`src/rtl/tg_pkg.sv`:
```
package tg_pkg;
  localparam int PERIOD_W = 10;
  localparam int NUM_CH   = 3;
  localparam int DIV_STD  = 16;
  localparam int DIV_SLOW = 128;

  typedef enum logic [1:0] {
    SEL_STD_A = 2'b00,
    SEL_FAST  = 2'b01,
    SEL_SLOW  = 2'b10,
    SEL_STD_B = 2'b11
  } tg_sel_e;
endpackage

```
`src/rtl/tg_prescaler.sv`:
```
module tg_prescaler #(
  parameter int DIV_STD  = tg_pkg::DIV_STD,
  parameter int DIV_SLOW = tg_pkg::DIV_SLOW
) (
  input  logic       clk_i,
  input  logic       rst_ni,
  input  logic [1:0] sel_i,
  output logic       tick_o
);
  localparam int CW = $clog2(DIV_SLOW);

  logic [CW-1:0] cnt_q;
  logic [CW-1:0] lim;

  always_comb begin
    unique case (tg_pkg::tg_sel_e'(sel_i))
      tg_pkg::SEL_FAST: lim = '0;
      tg_pkg::SEL_SLOW: lim = CW'(DIV_SLOW - 1);
      default:          lim = CW'(DIV_STD - 1);
    endcase
  end

  // >= so a mode switch to a shorter ratio never stalls
  assign tick_o = (cnt_q >= lim);

  always_ff @(posedge clk_i) begin
    if (!rst_ni)     cnt_q <= '0;
    else if (tick_o) cnt_q <= '0;
    else             cnt_q <= cnt_q + 1'b1;
  end
endmodule

```
`src/rtl/tg_channel.sv`:
```
module tg_channel #(
  parameter int PW = tg_pkg::PERIOD_W
) (
  input  logic          clk_i,
  input  logic          rst_ni,
  input  logic          tick_i,
  input  logic [PW-1:0] period_i,
  output logic          tone_o,
  output logic          flip_o
);
  logic [PW-1:0] cnt_q;
  logic          tone_q;

  assign flip_o = tick_i && (cnt_q == '0);
  assign tone_o = tone_q;

  always_ff @(posedge clk_i) begin
    if (!rst_ni) begin
      cnt_q  <= '0;
      tone_q <= 1'b0;
    end else if (tick_i) begin
      if (cnt_q == '0) begin
        tone_q <= ~tone_q;
        // period 0 acts as 1
        cnt_q  <= (period_i == '0) ? '0 : period_i - 1'b1;
      end else begin
        cnt_q  <= cnt_q - 1'b1;
      end
    end
  end
endmodule

```
`src/rtl/sq_tone_gen.sv`:
```
module sq_tone_gen #(
  parameter int PW       = tg_pkg::PERIOD_W,
  parameter int DIV_STD  = tg_pkg::DIV_STD,
  parameter int DIV_SLOW = tg_pkg::DIV_SLOW
) (
  input  logic          clk_i,
  input  logic          rst_ni,
  input  logic [1:0]    sel_i,
  input  logic [PW-1:0] period0_i,
  input  logic [PW-1:0] period1_i,
  input  logic [PW-1:0] period2_i,
  output logic [2:0]    tone_o,
  output logic          ch2_strobe_o
);
  localparam int NCH = tg_pkg::NUM_CH;

  logic          pre_tick;
  logic [PW-1:0] per [NCH];
  logic [NCH-1:0] flip;
  logic          strobe_q;

  assign per[0] = period0_i;
  assign per[1] = period1_i;
  assign per[2] = period2_i;

  tg_prescaler #(.DIV_STD(DIV_STD), .DIV_SLOW(DIV_SLOW)) u_pre (
    .clk_i  (clk_i),
    .rst_ni (rst_ni),
    .sel_i  (sel_i),
    .tick_o (pre_tick)
  );

  for (genvar g = 0; g < NCH; g++) begin : g_ch
    tg_channel #(.PW(PW)) u_ch (
      .clk_i    (clk_i),
      .rst_ni   (rst_ni),
      .tick_i   (pre_tick),
      .period_i (per[g]),
      .tone_o   (tone_o[g]),
      .flip_o   (flip[g])
    );
  end

  // registered so the pulse lines up with the new tone_o[2] value
  always_ff @(posedge clk_i) begin
    if (!rst_ni) strobe_q <= 1'b0;
    else         strobe_q <= flip[2];
  end

  assign ch2_strobe_o = strobe_q;
endmodule

```
`config.mk`:
```
export PLATFORM = sky130hd
export DESIGN_NAME = sq_tone_gen
export DESIGN_NICKNAME = d
export VERILOG_FILES = /design/src/rtl/tg_pkg.sv /design/src/rtl/tg_prescaler.sv /design/src/rtl/tg_channel.sv /design/src/rtl/sq_tone_gen.sv
export SDC_FILE = /design/constraint.sdc
export NUM_CORES = 1
export LEC_CHECK = 0
export CAP_MARGIN = 15
export CORE_MARGIN = 3
export CORE_UTILIZATION = 62
export CTS_CLUSTER_SIZE = 24
export DETAILED_ROUTE_END_ITERATION = 7
export GPL_TIMING_DRIVEN = 0
export PLACE_DENSITY_LB_ADDON = 0.12
export SLEW_MARGIN = 20
export SYNTH_ARGS = -nofsm -noshare
export SYNTH_HDL_FRONTEND = slang
export SYNTH_HIERARCHICAL = 1
export SYNTH_SLANG_ARGS = --single-unit
```
`constraint.sdc`:
```
create_clock -name clk_i -period 5 [get_ports clk_i]
set_clock_uncertainty 0.1 [all_clocks]
set_input_delay 1 -clock clk_i [delete_from_list [all_inputs] [get_ports clk_i]]
set_output_delay 1 -clock clk_i [all_outputs]
set_load 0.03 [all_outputs]
```
==> metrics.cfg, run 1 <==
[final_layout]
areaGrowthSynthToFinish_pct=15.8
drive_above_1_share=0.157
final_area_mm2=0.00399
nets=490
fillers=378
final_cell_count_no_fill=516
n_antenna_cell=0

[global_route]
grt_pass1_vias=3057
track_usage=0.254
grt-ovfl-total=0
grt_pass1_wl_um=13400
antenna_found_initial=0
grt_max_degree=13

[clock_tree]
cts.path.max_buffers=2
root_buffer=clkbuf_8
cts_resized=0
postCtsHoldBufs=0
clkLatencyLatePin_ns=0.30
cts_tree=built
postCtsSetupBuffers=0
path_clk_slew_ns=0.08
clock-sinks=41
cts_buffers=5
cts-htree-levels=2

[power_and_ir_drop]
pwr-share-comb=0.375
clockPowerShare=0.272
p_switching_uw=357
p_per_area_mw_per_mm2=261
peakVddDrop_uv=247
leakage_nw=1.39
p_total_mw=1.04
seqPwrFrac=0.353
power.internal_uw=686
swShare=0.342

[worst_setup_path]
timing.rr.end=g_ch[2].u_ch/cnt_q[6]$_SDFFE_PN0P_
critPathLaunchType=input pin
r2r_cells=10
crit_type=in2reg
crit_required_ns=5.13
crit_path_end_kind=flip-flop
reg2reg_from=u_pre/cnt_q[0]$_SDFF_PP0_
crit_chain=clkdlybuf4s50_1 -> or2b_2 -> ha_1 -> nor3b_1 -> o21bai_1 -> a22o_4 -> a221o_1 -> buf_6 -> dlygate4sd3_1 -> o21ai_0 -> a41oi_2
crit_arrival_ns=4.18
cp_slowest_cell=dlygate4sd3_1
rrSetupSlack_ns=1.93
crit_fanout=10
slowest_delay_ns=0.82

[timing]
setup_slack_ns=0.944
worst_pin_slew_ns=0.677
finalCritPeriodShare=0.811
finalSetupTns_ns=0
final.min_clock_period_ns=4.06
finalSetupViolCount=0
max_slew_margin=0.542
max_freq_mhz=247
rsz0062_at_grt=no
hold_viol=0
slew_violations=0

[routing]
drtIter0Drc=287
route.detailed.drc=0
wirelength_um=7560
viasPerCell=6.26
via_count=3232
first_pass_iters=5
ant_nets=0
wl_per_cell_um=14.7

[hold_path]
hold_end=u_pre/cnt_q[0]$_SDFF_PP0_
min_from=u_pre/cnt_q[0]$_SDFF_PP0_
hold_depth=1
hold_class=reg2reg

[floorplanning]
die_h_um=80.6
coreArea_mm2=0.00524
num_rows=26
ioPinCount=38
fp.dieW_um=80.6
initial_utilization=0.658
die-area_mm2=0.00649

[synthesis]
syn_nets=449
avgSynthCellArea_um2=8.54
synth_cells=404
ys_warn_count=6
synth_area_mm2=0.00345

[placement]
place_hpwl_um=5560
gp_congestion=0.960
placed_area_mm2=0.00388
dp.cells=508
place_ws_ns=0.616
portBuffers=34

[status]
status=finished clean

[run]
drv_cap=0

-- through the flow --
stage,hold slack (ns),utilization
global placement,0.389,0.740
finish,0.418,0.762
global route,0.441,0.762
CTS,0.420,0.762
detailed placement,0.408,0.740
floorplan,0.366,-
-- worst max path at each step --
stage / from / end
after floorplan: sel_i[0] / g_ch[0].u_ch/cnt_q[6]$_SDFFE_PN0P_
after global placement: sel_i[0] / g_ch[2].u_ch/cnt_q[6]$_SDFFE_PN0P_
after detailed placement: sel_i[0] / g_ch[2].u_ch/cnt_q[6]$_SDFFE_PN0P_
after CTS: sel_i[0] / g_ch[2].u_ch/cnt_q[6]$_SDFFE_PN0P_
after global routing: sel_i[0] / g_ch[2].u_ch/cnt_q[1]$_SDFFE_PN0P_
final: sel_i[0] / g_ch[2].u_ch/cnt_q[6]$_SDFFE_PN0P_
-- flip-flops by register name, summed over array words and instances (netlist names) --
signal            flops
g_ch.u_ch/tone_o      3
u_pre/cnt_q           7
ch2_strobe_o          1
g_ch.u_ch/cnt_q      30
-- per-layer routing --
layer	track usage	routed length, um
met1	0.328	3510
met2	0.424	3530
met3	0.0415	395
met4	0.0912	122
met5	0	0
-- worst max-delay path: cells and delay by family --
| family | cells | cell delay (ns) |
|---|---|---|
| fa+ha+maj | 1 | 0.20 |
| compound gates | 5 | 1.04 |
| simple gates | 2 | 0.48 |
| buf+inv | 3 | 1.47 |
-- cell type report --
cell class	instances	area, um^2	area share
inverter	18	67.6	0.0169
buffer	29	229	0.0573
sequential	41	821	0.206
clock inverter	1	30.0	0.00752
tap	70	87.6	0.0219
clock buffer	7	86.3	0.0216
timing repair buffer	34	340	0.0852
multi-input combinational	316	2330	0.584
-- layout by cell type, fill, tap and decap left out, types with 4 or more instances in the layout --
cell type         n
o31a_1            6
dfxtp_1          41
inv_1            18
a41oi_2           9
a21oi_1          21
o211ai_2         12
o211ai_1          9
or4_1             6
mux2i_1           4
xor2_1            5
nand3b_1          4
xnor2_1           9
a211oi_1          7
clkbuf_1         10
nand4_1           6
nand3_1          16
nand2b_1          7
nor3b_1           4
clkdlybuf4s50_1  34
o21ai_0          34
nor4b_1           6
clkbuf_8          6
o21a_1           15
nor2_1           20
or3_1            10
ha_1             11
nand2_1          16
nor4_1            9
buf_6            13
o21bai_1          4
nor3_1           15
and2_1            7
a31oi_2           6
-- power by group through the flow --
stage,combinational [mW],clock [mW],sequential [mW]
finish,0.391,0.284,0.369
global route,0.430,0.303,0.372
CTS,0.390,0.289,0.368
detailed placement,0.387,0,0.375
global placement,0.379,0,0.374
floorplan,0.294,0,0.374
No activity file was read; power rests on OpenSTA's default activity.
==> run 2: changes to the inputs <==
--- a/config.mk
+++ b/config.mk
@@ -7,7 +7,7 @@
 export LEC_CHECK = 0
 export CAP_MARGIN = 15
 export CORE_MARGIN = 3
-export CORE_UTILIZATION = 62
+export CORE_UTILIZATION = 57
 export CTS_CLUSTER_SIZE = 24
 export DETAILED_ROUTE_END_ITERATION = 7
 export GPL_TIMING_DRIVEN = 0
==> constraint.sdc (replaced) <==
create_clock -name clk_i -period 3.9 [get_ports clk_i]
set_clock_uncertainty 0.1 [all_clocks]
set_input_delay 0.78 -clock clk_i [delete_from_list [all_inputs] [get_ports clk_i]]
set_output_delay 0.78 -clock clk_i [all_outputs]
set_load 0.03 [all_outputs]
==> metrics.cfg, run 2 (synthesized netlist as in run 1, its figures left out) <==
[status]
status=finished clean  ; unchanged

[worst_setup_path]
timing.rr.end=g_ch[0].u_ch/cnt_q[2]$_SDFFE_PN0P_  ; was g_ch[2].u_ch/cnt_q[6]$_SDFFE_PN0P_
crit_chain=clkdlybuf4s50_1 -> or2b_2 -> ha_1 -> nor3b_1 -> o21bai_1 -> a22o_4 -> a221o_1 -> buf_6 -> nand2_1 -> and2_2 -> o31a_1  ; was clkdlybuf4s50_1 -> or2b_2 -> ha_1 -> nor3b_1 -> o21bai_1 -> a22o_4 -> a221o_1 -> buf_6 -> dlygate4sd3_1 -> o21ai_0 -> a41oi_2
reg2reg_from=u_pre/cnt_q[6]$_SDFF_PP0_  ; was u_pre/cnt_q[0]$_SDFF_PP0_
rrSetupSlack_ns=1.37  ; was 1.93 ns
r2r_cells=8  ; was 10
endpoint=g_ch[0].u_ch/cnt_q[2]$_SDFFE_PN0P_  ; was g_ch[2].u_ch/cnt_q[6]$_SDFFE_PN0P_
slowest_delay_ns=0.46  ; was 0.82 ns
critPathLaunchType=input pin  ; unchanged
crit_arrival_ns=3.41  ; was 4.18 ns
crit_required_ns=3.98  ; was 5.13 ns
setup.worst_path.start=sel_i[0]  ; unchanged
cp_slowest_cell=clkdlybuf4s50_1  ; was dlygate4sd3_1
crit_fanout=19  ; was 10
crit_type=in2reg  ; unchanged
crit_path_end_kind=flip-flop  ; unchanged

[routing]
route.detailed.drc=0  ; unchanged
wirelength_um=7210  ; was 7560 um
viasPerCell=6.12  ; was 6.26
first_pass_iters=4  ; was 5
via_count=3153  ; was 3232
drtIter0Drc=180  ; was 287
wl_per_cell_um=14.0  ; was 14.7 um
ant_nets=0  ; unchanged

[timing]
whs_ns=0.406  ; was 0.418 ns
finalSetupViolCount=0  ; unchanged
hold_viol=0  ; unchanged
finalCritPeriodShare=0.855
max_freq_mhz=300
worst_pin_slew_ns=0.663  ; was 0.677 ns
rsz0062_at_grt=no  ; unchanged
max_slew_margin=0.552  ; was 0.542
slew_violations=0  ; unchanged
final.min_clock_period_ns=3.33

[final_layout]
mostFrequentLayoutCell=dfxtp_1  ; unchanged
post-route-util=0.694  ; was 0.762
n_antenna_cell=0  ; unchanged
nets=487  ; was 490
largest_reg_flops=30  ; unchanged
drive_above_1_share=0.160  ; was 0.157
top_register=g_ch.u_ch/cnt_q  ; unchanged
areaGrowthSynthToFinish_pct=14.2  ; was 15.8%
final_cell_mix=41 x dfxtp_1, 34 x o21ai_0, 34 x clkdlybuf4s50_1  ; unchanged

[floorplanning]
die_h_um=83.8  ; was 80.6 um
initial_utilization=0.608  ; was 0.658
fp.dieW_um=83.8  ; was 80.6 um
ioPinCount=38  ; unchanged
num_rows=27  ; was 26
coreArea_mm2=0.00568  ; was 0.00524 mm^2
die-area_mm2=0.00702  ; was 0.00649 mm^2

[global_route]
grt_pass1_wl_um=12800  ; was 13400 um
track_usage=0.213  ; was 0.254
grt-ovfl-total=0  ; unchanged
antenna_found_initial=0  ; unchanged
grt_pass1_vias=2888  ; was 3057
grt_max_degree=15  ; was 13

[run]
drv_cap=0  ; unchanged

[clock_tree]
root_buffer=clkbuf_8  ; unchanged
clock-sinks=41  ; unchanged
postCtsHoldBufs=0  ; unchanged
path_clk_slew_ns=0.08  ; about the same
cts-htree-levels=2  ; unchanged
cts_tree=built  ; unchanged
clkLatencyLatePin_ns=0.30  ; about the same
cts_buffers=5  ; unchanged
postCtsSetupBuffers=0  ; unchanged
cts.path.max_buffers=2  ; unchanged

[placement]
gp_congestion=0.867  ; was 0.960
portBuffers=34  ; unchanged
place_hpwl_um=5530  ; was 5560 um

[power_and_ir_drop]
leakage_nw=1.36  ; was 1.39 nW
peakVddDrop_uv=211  ; was 247 uV
p_per_area_mw_per_mm2=317  ; was 261 mW/mm^2

[hold_path]
hold_class=reg2reg  ; unchanged
min_from=u_pre/cnt_q[0]$_SDFF_PP0_  ; unchanged

[run 2: cell types whose count changed in the layout (fill, tap and decap cells not counted), sizes merged]
cell,delta
clkbuf,-2
dlygate4sd3,-3
bufinv,-1
inv,+1
clkinv,+1
clkinvlp,+1
[run 2: layer usage]
metal / part of all wire / GRT usage / vias up
met2: 0.46 / 0.346 / 57
met4: 0.013 / 0.0512 / 0
met5: 0 / 0 / -
met3: 0.040 / 0.0464 / 12
met1: 0.49 / 0.286 / 1457
li1: - / - / 1627
[run 2: how the worst min path moves through the flow]
stage | to | cells past startpoint
2_1_floorplan | u_pre/cnt_q[0]$_SDFF_PP0_ | 1
3_3_place_gp | u_pre/cnt_q[0]$_SDFF_PP0_ | 1
3_5_place_dp | u_pre/cnt_q[0]$_SDFF_PP0_ | 1
4_1_cts | u_pre/cnt_q[0]$_SDFF_PP0_ | 1
5_1_grt | u_pre/cnt_q[0]$_SDFF_PP0_ | 1
6_report | u_pre/cnt_q[0]$_SDFF_PP0_ | 1
[run 2: what timing repair did]
item / in CTS / in global routing
hold endpoints to repair: 0 / 0
setup endpoints to repair: 0 / 15
resized for setup: 0 / 0
[run 2: metrics by stage]
stage / instances / power [mW] / TNS, ns / worst slack, ns / instance area [um^2]
global placement: 510 / 0.967 / -3.78 / -0.216 / 3880
global route: 515 / 1.34 / 0 / 0.449 / 3940
finish: 515 / 1.25 / 0 / 0.567 / 3940
detailed placement: 510 / 0.976 / -5.19 / -0.278 / 3880
CTS: 518 / 1.26 / 0 / 0.0353 / 3970
floorplan: 404 / 0.856 / 0 / 0.491 / 3450
[run 2: worst max-delay path: cells and delay by family]
family,cells,cell delay [ns]
compound gates,4,0.96
simple gates,4,0.75
buf+inv,2,0.69
fa+ha+maj,1,0.21
[run 2: area by class of cell]
class	count	area, um^2
flip-flops and latches	41	821
fillers	477	1740
multi-input cells	316	2330
well taps	72	90.1
plain buffers	26	199
clock buffers	5	68.8
repair buffers	34	340
clock inverters	3	21.3
inverters	18	67.6
[run 2: report_power, final]
| group | internal, mW | switching, mW | total, mW |
|---|---|---|---|
| clock | 0.127 | 0.156 | 0.283 |
| combinational | 0.227 | 0.268 | 0.494 |
| sequential | 0.443 | 0.0291 | 0.472 |
| total | 0.796 | 0.453 | 1.25 |
==> run 3: changes to the inputs <==
--- a/config.mk
+++ b/config.mk
@@ -10,6 +10,7 @@
 export CORE_UTILIZATION = 57
 export CTS_CLUSTER_SIZE = 24
 export DETAILED_ROUTE_END_ITERATION = 7
+export GPL_ROUTABILITY_DRIVEN = 0
 export GPL_TIMING_DRIVEN = 0
 export PLACE_DENSITY_LB_ADDON = 0.12
 export SLEW_MARGIN = 20
==> results of run 3 <==
Final layout, timing and power as in run 2 (identical DEF).
